===== src/rtl/pixclk_search.sv =====
module pixclk_search #(
  parameter int FW    = 20,
  parameter int NW    = 7,
  parameter int MW    = 4,
  parameter int M_MAX = 15,
  parameter int N_MIN = 9,
  parameter int N_MAX = 127,
  parameter int STEP  = 3000
) (
  input  logic          clk,
  input  logic          rst_n,
  input  logic          start,
  input  logic [FW-1:0] target_khz,
  output logic          busy,
  output logic          done,
  output logic [NW-1:0] pll_n,
  output logic [MW-1:0] post_m,
  output logic          dbl,
  output logic [FW-1:0] achieved_khz,
  output logic          no_fit
);
  localparam int NUMW = FW + MW;
  localparam int DVW  = $clog2(2 * STEP + 1);
  localparam int CW   = $clog2(NUMW + 1);
  localparam int EW   = 28;
  localparam logic [EW-1:0] ERR_INIT = 28'h0FFFFFFF;

  typedef enum logic [1:0] {S_IDLE, S_DIV1, S_DIV2, S_EVAL} st_t;
  st_t st;

  logic [FW-1:0]   tgt_r, ach_r;
  logic [MW-1:0]   m_r;
  logic            ph_dbl;
  logic [CW-1:0]   cnt;
  logic [NUMW-1:0] num_r, quo_r;
  logic [DVW-1:0]  rem_r;
  logic [NW-1:0]   cand_n;
  logic            cand_ok;
  logic [EW-1:0]   best_err;
  logic [NW-1:0]   best_n;
  logic [MW-1:0]   best_m;
  logic            best_dbl;
  logic [FW-1:0]   best_ach;

  logic [DVW-1:0]  divisor;
  logic [DVW:0]    rem_sh;
  logic            qbit;
  logic [NUMW-1:0] q_next;
  logic [DVW-1:0]  rem_next;
  logic [DVW-1:0]  step_cur;
  logic            in_rng;
  logic [EW-1:0]   err;
  logic            take;
  logic            next_dbl, last;
  logic [NW-1:0]   u_n;
  logic [MW-1:0]   u_m;
  logic            u_dbl;
  logic [FW-1:0]   u_ach;

  assign busy     = (st != S_IDLE);
  assign step_cur = ph_dbl ? DVW'(2 * STEP) : DVW'(STEP);
  assign divisor  = (st == S_DIV1) ? step_cur : DVW'(m_r);
  assign rem_sh   = {rem_r, num_r[NUMW-1]};
  assign qbit     = (rem_sh >= {1'b0, divisor});
  assign rem_next = qbit ? DVW'(rem_sh - {1'b0, divisor}) : rem_sh[DVW-1:0];
  assign q_next   = {quo_r[NUMW-2:0], qbit};
  assign in_rng   = (q_next >= NUMW'(N_MIN)) && (q_next <= NUMW'(N_MAX));

  assign err      = EW'(tgt_r) - EW'(ach_r);
  assign take     = cand_ok && (err < best_err);
  assign u_n      = take ? cand_n : best_n;
  assign u_m      = take ? m_r    : best_m;
  assign u_dbl    = take ? ph_dbl : best_dbl;
  assign u_ach    = take ? ach_r  : best_ach;
  assign next_dbl = !ph_dbl && m_r[0];
  assign last     = !next_dbl && (m_r == MW'(1));

  always_ff @(posedge clk) begin
    if (!rst_n) begin
      st           <= S_IDLE;
      done         <= 1'b0;
      tgt_r        <= '0;
      ach_r        <= '0;
      m_r          <= '0;
      ph_dbl       <= 1'b0;
      cnt          <= '0;
      num_r        <= '0;
      quo_r        <= '0;
      rem_r        <= '0;
      cand_n       <= '0;
      cand_ok      <= 1'b0;
      best_err     <= ERR_INIT;
      best_n       <= '0;
      best_m       <= '0;
      best_dbl     <= 1'b0;
      best_ach     <= '0;
      pll_n        <= '0;
      post_m       <= '0;
      dbl          <= 1'b0;
      achieved_khz <= '0;
      no_fit       <= 1'b0;
    end else begin
      done <= 1'b0;
      case (st)
        S_IDLE: if (start) begin
          tgt_r    <= target_khz;
          m_r      <= MW'(M_MAX);
          ph_dbl   <= 1'b0;
          best_err <= ERR_INIT;
          best_n   <= '0;
          best_m   <= '0;
          best_dbl <= 1'b0;
          best_ach <= '0;
          num_r    <= NUMW'(MW'(M_MAX)) * NUMW'(target_khz);
          quo_r    <= '0;
          rem_r    <= '0;
          cnt      <= '0;
          st       <= S_DIV1;
        end
        S_DIV1: begin
          cnt <= cnt + 1'b1;
          if (cnt == CW'(NUMW - 1)) begin
            cand_ok <= in_rng;
            cand_n  <= q_next[NW-1:0];
            num_r   <= NUMW'(step_cur) * NUMW'(q_next[NW-1:0]);
            quo_r   <= '0;
            rem_r   <= '0;
            cnt     <= '0;
            st      <= S_DIV2;
          end else begin
            num_r <= num_r << 1;
            quo_r <= q_next;
            rem_r <= rem_next;
          end
        end
        S_DIV2: begin
          cnt <= cnt + 1'b1;
          if (cnt == CW'(NUMW - 1)) begin
            ach_r <= q_next[FW-1:0];
            st    <= S_EVAL;
          end else begin
            num_r <= num_r << 1;
            quo_r <= q_next;
            rem_r <= rem_next;
          end
        end
        S_EVAL: begin
          if (take) best_err <= err;
          best_n   <= u_n;
          best_m   <= u_m;
          best_dbl <= u_dbl;
          best_ach <= u_ach;
          if (last) begin
            pll_n        <= u_n;
            post_m       <= u_m;
            dbl          <= u_dbl;
            achieved_khz <= u_ach;
            no_fit       <= (u_m == '0);
            done         <= 1'b1;
            st           <= S_IDLE;
          end else begin
            ph_dbl <= next_dbl;
            if (!next_dbl) m_r <= m_r - 1'b1;
            num_r <= NUMW'(next_dbl ? m_r : MW'(m_r - 1'b1)) * NUMW'(tgt_r);
            quo_r <= '0;
            rem_r <= '0;
            cnt   <= '0;
            st    <= S_DIV1;
          end
        end
        default: st <= S_IDLE;
      endcase
    end
  end
endmodule



===== config.mk =====
export PLATFORM = sky130hd
export DESIGN_NAME = pixclk_search
export DESIGN_NICKNAME = d
export VERILOG_FILES = /design/src/rtl/pixclk_search.sv
export SDC_FILE = /design/constraint.sdc
export NUM_CORES = 1
export LEC_CHECK = 0
export ABC_CLOCK_PERIOD_IN_PS = 12650
export BUFFER_PORTS_ARGS = -buffer_cell sky130_fd_sc_hd__buf_2
export CAP_MARGIN = 40
export CORE_MARGIN = 2
export CORE_UTILIZATION = 58
export DETAILED_ROUTE_END_ITERATION = 7
export HOLD_SLACK_MARGIN = 0.08
export PLACE_DENSITY = 0.75
export RECOVER_POWER = 25
export SLEW_MARGIN = 20
export SYNTH_ARGS = -nofsm -noshare
export SYNTH_HDL_FRONTEND = slang
export SYNTH_SLANG_ARGS = --single-unit

===== constraint.sdc =====
create_clock -name clk -period 12.65 [get_ports clk]
set_input_delay 1.8975 -clock clk [delete_from_list [all_inputs] [get_ports clk]]
set_output_delay 1.8975 -clock clk [all_outputs]
set_load 0.05 [all_outputs]

# Word-level counts from Yosys, hierarchy flattened
# Cells that the tools add are included.
# Widths: inputs -> output; s select.
# word_totals
mem_count,0
input_bits,23
latchBits,0
out_inout_bits,35
rom_bits,0
ramBits,0
word_cells,117
regBits,214
# classes
n_mul,3
n_lt_le_gt_ge,4
div,0
n_addsub,4
n_shift,0
eq_ne,12
reduce_logical,22
muxes,50
n_bitwise,0
# op_table
cell,count
$mux 24,4
$pmux 24 s4,1
$mux 23,4
$pmux 23 s4,1
$mux 13,7
$mux 28,2
$pmux 28 s2,1
$pmux 13 s4,1
$mux 20,2
$pmux 20 s2,1
$lt 28x28->1,1
$ge 24x4->1 const B,1
$le 24x7->1 const B,1
$mul 4x20->24,1
$mux 4,6
$mul 1x21->22 const A,1
$sub 20x20->21,1
$mul 13x7->20,1
$pmux 5 s4,1
$pmux 4 s2,2
$mux 5,3
$ge 14x13->1,1
$mux 7,2
$pmux 7 s2,1
21 further kinds,48

# Logic depth before layout (Yosys ltp)
# logic_depth
word_depth,6
depth_mapped,26
mapped_depth_nobuf,26

# Worst setup path before layout
# Ideal clock, no wire load.
# synth_timing
path_type,reg-to-reg
start,register st[1]
end,register num_r[17]
setup_ns,0.124
path_slack_ns,7.157
path_stages_with_launch,26
n_path_buf,0
arrival_ns,5.369
t_required_ns,12.526
synth_period_minus_slack_ns,5.493
path_cell_list,dfxtp_1 -> inv_1 -> ha_1 -> inv_1 -> nand2_1 -> fa_1 -> a21o_1 -> a21oi_1 -> o221a_2 -> o21a_1 -> o21ai_1 -> a211oi_2 -> inv_2 -> nand2_1 -> inv_1 -> ha_1 -> fa_1 -> a21o_1 -> a21oi_1 -> nor2_1 -> o41ai_2 -> o211ai_1 -> a21oi_1 -> xnor2_1 -> a221oi_1 -> a21oi_1
# synth_via
elab_chain_len,6
word_cells_on_any_way,13
cone_classes,1 x mul; 1 x order compare; 6 x eq/ne; 3 x mux; 2 x reduce/logical
# synth_rtl
item,line_no,text
"start, declared",29,st_t st;
"start signal, assigned",80,st <= S_IDLE;
"start signal, assigned",118,st <= S_DIV1;
"start signal, assigned",129,st <= S_DIV2;
$eq 2x1->1,62,assign divisor = (st == S_DIV1) ? step_cur : DVW'(m_r);
$mux 13,62,
$ge 14x13->1,64,"assign qbit = (rem_sh >= {1'b0, divisor});"
net qbit,47,logic qbit;
$mul 13x7->20,125,num_r <= NUMW'(step_cur) * NUMW'(q_next[NW-1:0]);
$mux 24,122,if (cnt == CW'(NUMW - 1)) begin
$pmux 24 s4,104,case (st)
"end signal, assigned",114,num_r <= NUMW'(MW'(M_MAX)) * NUMW'(target_khz);
"end signal, assigned",125,
"end signal, assigned",131,num_r <= num_r << 1;
"end, declared",35,"logic [NUMW-1:0] num_r, quo_r;"
# The timed path passes the listed nets, and every way through them passes these cells.
# A chain may end at the register's enable or synchronous reset.

==> flow_summary_export.csv <==
group,metric,value,unit
outcome,status,"complete, but fails checks",
outcome,violations,"capacitance limit, slew limit",
cts,clockBufferDepth,3,
timing,slew_headroom,-106.4,%
routing,viasPerCell,5.900,
yosys,syn_nets,2104,
power,p_int,0.001685,W
timing,tightest_slew,3.096,ns
timing,fin_crit,8.402,ns
floorplan,placeableCoreArea,25250,µm²
cts,cts_buffers,25,
cts,cts_num_sinks,207,
yosys,ys.warnings.count,0,
critical_path,worstPathMaxFanout,66,
floorplan,ios,58,
cts,root_buffer,"clkbuf_16",
global_routing,antenna_found_initial,0,
timing,whs,0.4496,ns
power,irDropWorstVdd,0.2007,mV
cts,cts_resized,0,
routing,routed-via-count,13190,
cts,clkTransAtPathRegs,0.06,ns
min_path,min_path_type,"reg -> reg",
critical_path,worstSetupPathType,"in -> reg",
critical_path,required,13.08,ns
power,clkPwrFrac,24.9,%
cts,cts_tree,"done",
timing,hold_viol,0,
floorplan,initial_core_util,59.18,%
timing,setup-violations-final,0,
placed_design,gp_congestion,0.8812,
routing,drc_errors,0,
placed_design,hpwl,28330,µm
routing,firstDrtPassIters,6,
finish,nets,2108,
job,cap_violations,2,
placed_design,portBuffers,57,
yosys,synthCells,1884,
finish,layout_common_cells,"251 x nand2_1, 227 x a21oi_1, 207 x dfxtp_1",
floorplan,rows,58,
timing,fin_skew,0.01861,ns
timing,drv_slew,133,
finish,layout.cells.most_common,"nand2_1",
finish,diodes,0,
timing,fin_crit_sh,66.42,%
cts,htreeDepth,1,
yosys,synth_seq_cells,207,
yosys,seq_area_frac_synth,27.73,%
global_routing,grt.overflow.total,0,
power,p_comb_share,48.9,%
yosys,synth.distinct_cells,72,
yosys,yosys_most_used_dff,"dfxtp_1",
floorplan,die_y,164.5,µm
power,powerDensity,182.9,nW/µm²
power,switching_share,43.50,%
critical_path,critPathArrivalTime,8.84,ns
yosys,syn-cell-area,14950,µm²
finish,layout-drive-gt1-share,6.142,%
critical_path,start_kind,"input pin",
global_routing,grt_pass1_vias,12560,
routing,drtAntennaViolNets,0,
floorplan,dieArea,27070,µm²
cts,ctsHoldBuffers,0,
routing,wl,39300,µm
routing,drtIter0Drc,1092,
yosys,synth.avg_cell_area,7.933,µm²
yosys,async_flop_share,0,%
power,leakage,7.079,nW
timing,setup_tns,0,ns
cts,cts_setup_buffers,0,
routing,routedWlPerCell,17.59,µm
power,switching_power,0.001297,W
global_routing,grt_use_total,29.37,%
power,seqPwrFrac,26.2,%
floorplan,die_w,164.5,µm
global_routing,grt_pass1_wl,64150,µm
timing,rsz0062_at_grt,"false",
finish,fill_cells,2195,
cts,clk_latency,0.54,ns
power,finalPower,0.002982,W
critical_path,end_kind,"flip-flop",
timing,fmax,119.0,MHz
yosys,synth_edf_count,0,
finish,area_delta_synth_final,9.058,%
global_routing,grt_max_degree,74,
## path summary, 6_finish.rpt
path | startpoint | to | slack (ns) | cells after the start
max | rst_n | rem_r[3] | 4.25 | 7
min | best_n[0] | best_n[0] | 0.45 | 2
max reg2reg | st[1] | num_r[17] | 6.57 | 25
min reg2reg | best_n[0] | best_n[0] | 0.45 | 2
## critical path, stage by stage
cell and delay, ns:
buf_2 0.08, clkbuf_1 2.17, clkinvlp_2 3.09, nor2_1 1.14
buf_4 0.28, nand2_1 0.05, o21ai_0 0.07
## power groups by stage
| stage | sequential (W) | combinational, W | clock [W] |
|---|---|---|---|
| 6_report | 0.000782 | 0.00146 | 0.000742 |
| 2_1_floorplan | 0.000769 | 0.00108 | 0 |
| 3_3_place_gp | 0.000790 | 0.00137 | 0 |
| 4_1_cts | 0.000780 | 0.00143 | 0.000749 |
| 5_1_grt | 0.000788 | 0.00163 | 0.000770 |
| 3_5_place_dp | 0.000794 | 0.00141 | 0 |
## flip-flops by register name, summed over array words and instances (netlist names), 7 cells and up
register	count
num_r	24
quo_r	23
best_err	21
ach_r	20
achieved_khz	20
best_ach	20
tgt_r	20
rem_r	13
best_n	7
cand_n	7
pll_n	7
## cell type report
type / instances / area [µm²] / share of cell area [%]
Clock buffer: 31 / 678.2 / 4.161
Clock inverter: 13 / 165.2 / 1.013
Inverter: 177 / 665.6 / 4.084
Multi-Input combinational cell: 1396 / 9743 / 59.78
Sequential cell: 207 / 4144 / 25.42
Tap cell: 330 / 412.9 / 2.533
Timing Repair Buffer: 81 / 490.5 / 3.009
## cells by family (layout without fill, tap and decap cells)
| logic type | count (synthesis) | count (layout) | synth area share [%] |
|---|---|---|---|
| xor gates and xnor gates | 71 | 71 | 4.161 |
| other | 2 | 2 | 0.05025 |
| AOI/OAI and AO/OA | 497 | 497 | 20.11 |
| muxes | 37 | 37 | 2.478 |
| and+or+nand+nor | 592 | 592 | 18.45 |
| adders and majority gates | 197 | 197 | 19.81 |
| buffers and inverters | 281 | 302 | 7.216 |
| DFF | 207 | 207 | 27.73 |
## routing by layer
layer	share of wire (%)	wire [µm]	global-route usage, %
met4	3.6	1410	11.15
met3	5.6	2214	3.466
met1	46	18130	41.69
met5	0	0	0
met2	45	17550	45.95
## stage by stage
stage,instance area (µm²),instances,utilization (%),setup WS [ns]
3_5_place_dp,15450,2187,61.17,6.642
6_report,16300,2235,64.54,4.248
2_1_floorplan,14950,1884,-,7.157
4_1_cts,16290,2231,64.51,6.575
5_1_grt,16300,2235,64.54,3.674
3_3_place_gp,15360,2181,60.81,6.813
## cells in the mapped netlist (22+ instances only)
| cell | number | share of area [%] |
|---|---|---|
| and2_1 | 29 | 1.2 |
| nor3_1 | 22 | 0.74 |
| xnor2_1 | 37 | 2.2 |
| nor2b_1 | 38 | 1.6 |
| clkbuf_1 | 79 | 2.0 |
| nand2b_1 | 27 | 1.1 |
| dfxtp_1 | 207 | 28 |
| a21oi_1 | 227 | 7.6 |
| fa_1 | 66 | 8.8 |
| a22oi_1 | 25 | 1.3 |
| mux2i_1 | 37 | 2.5 |
| nand2_1 | 251 | 6.3 |
| nand3_1 | 55 | 1.8 |
| nor2_1 | 113 | 2.8 |
| o21ai_0 | 99 | 3.3 |
| a21o_1 | 25 | 1.3 |
| inv_1 | 176 | 4.4 |
| ha_1 | 131 | 11 |
| xor2_1 | 34 | 2.0 |
Note: power is estimated with default switching activity, not from simulation.
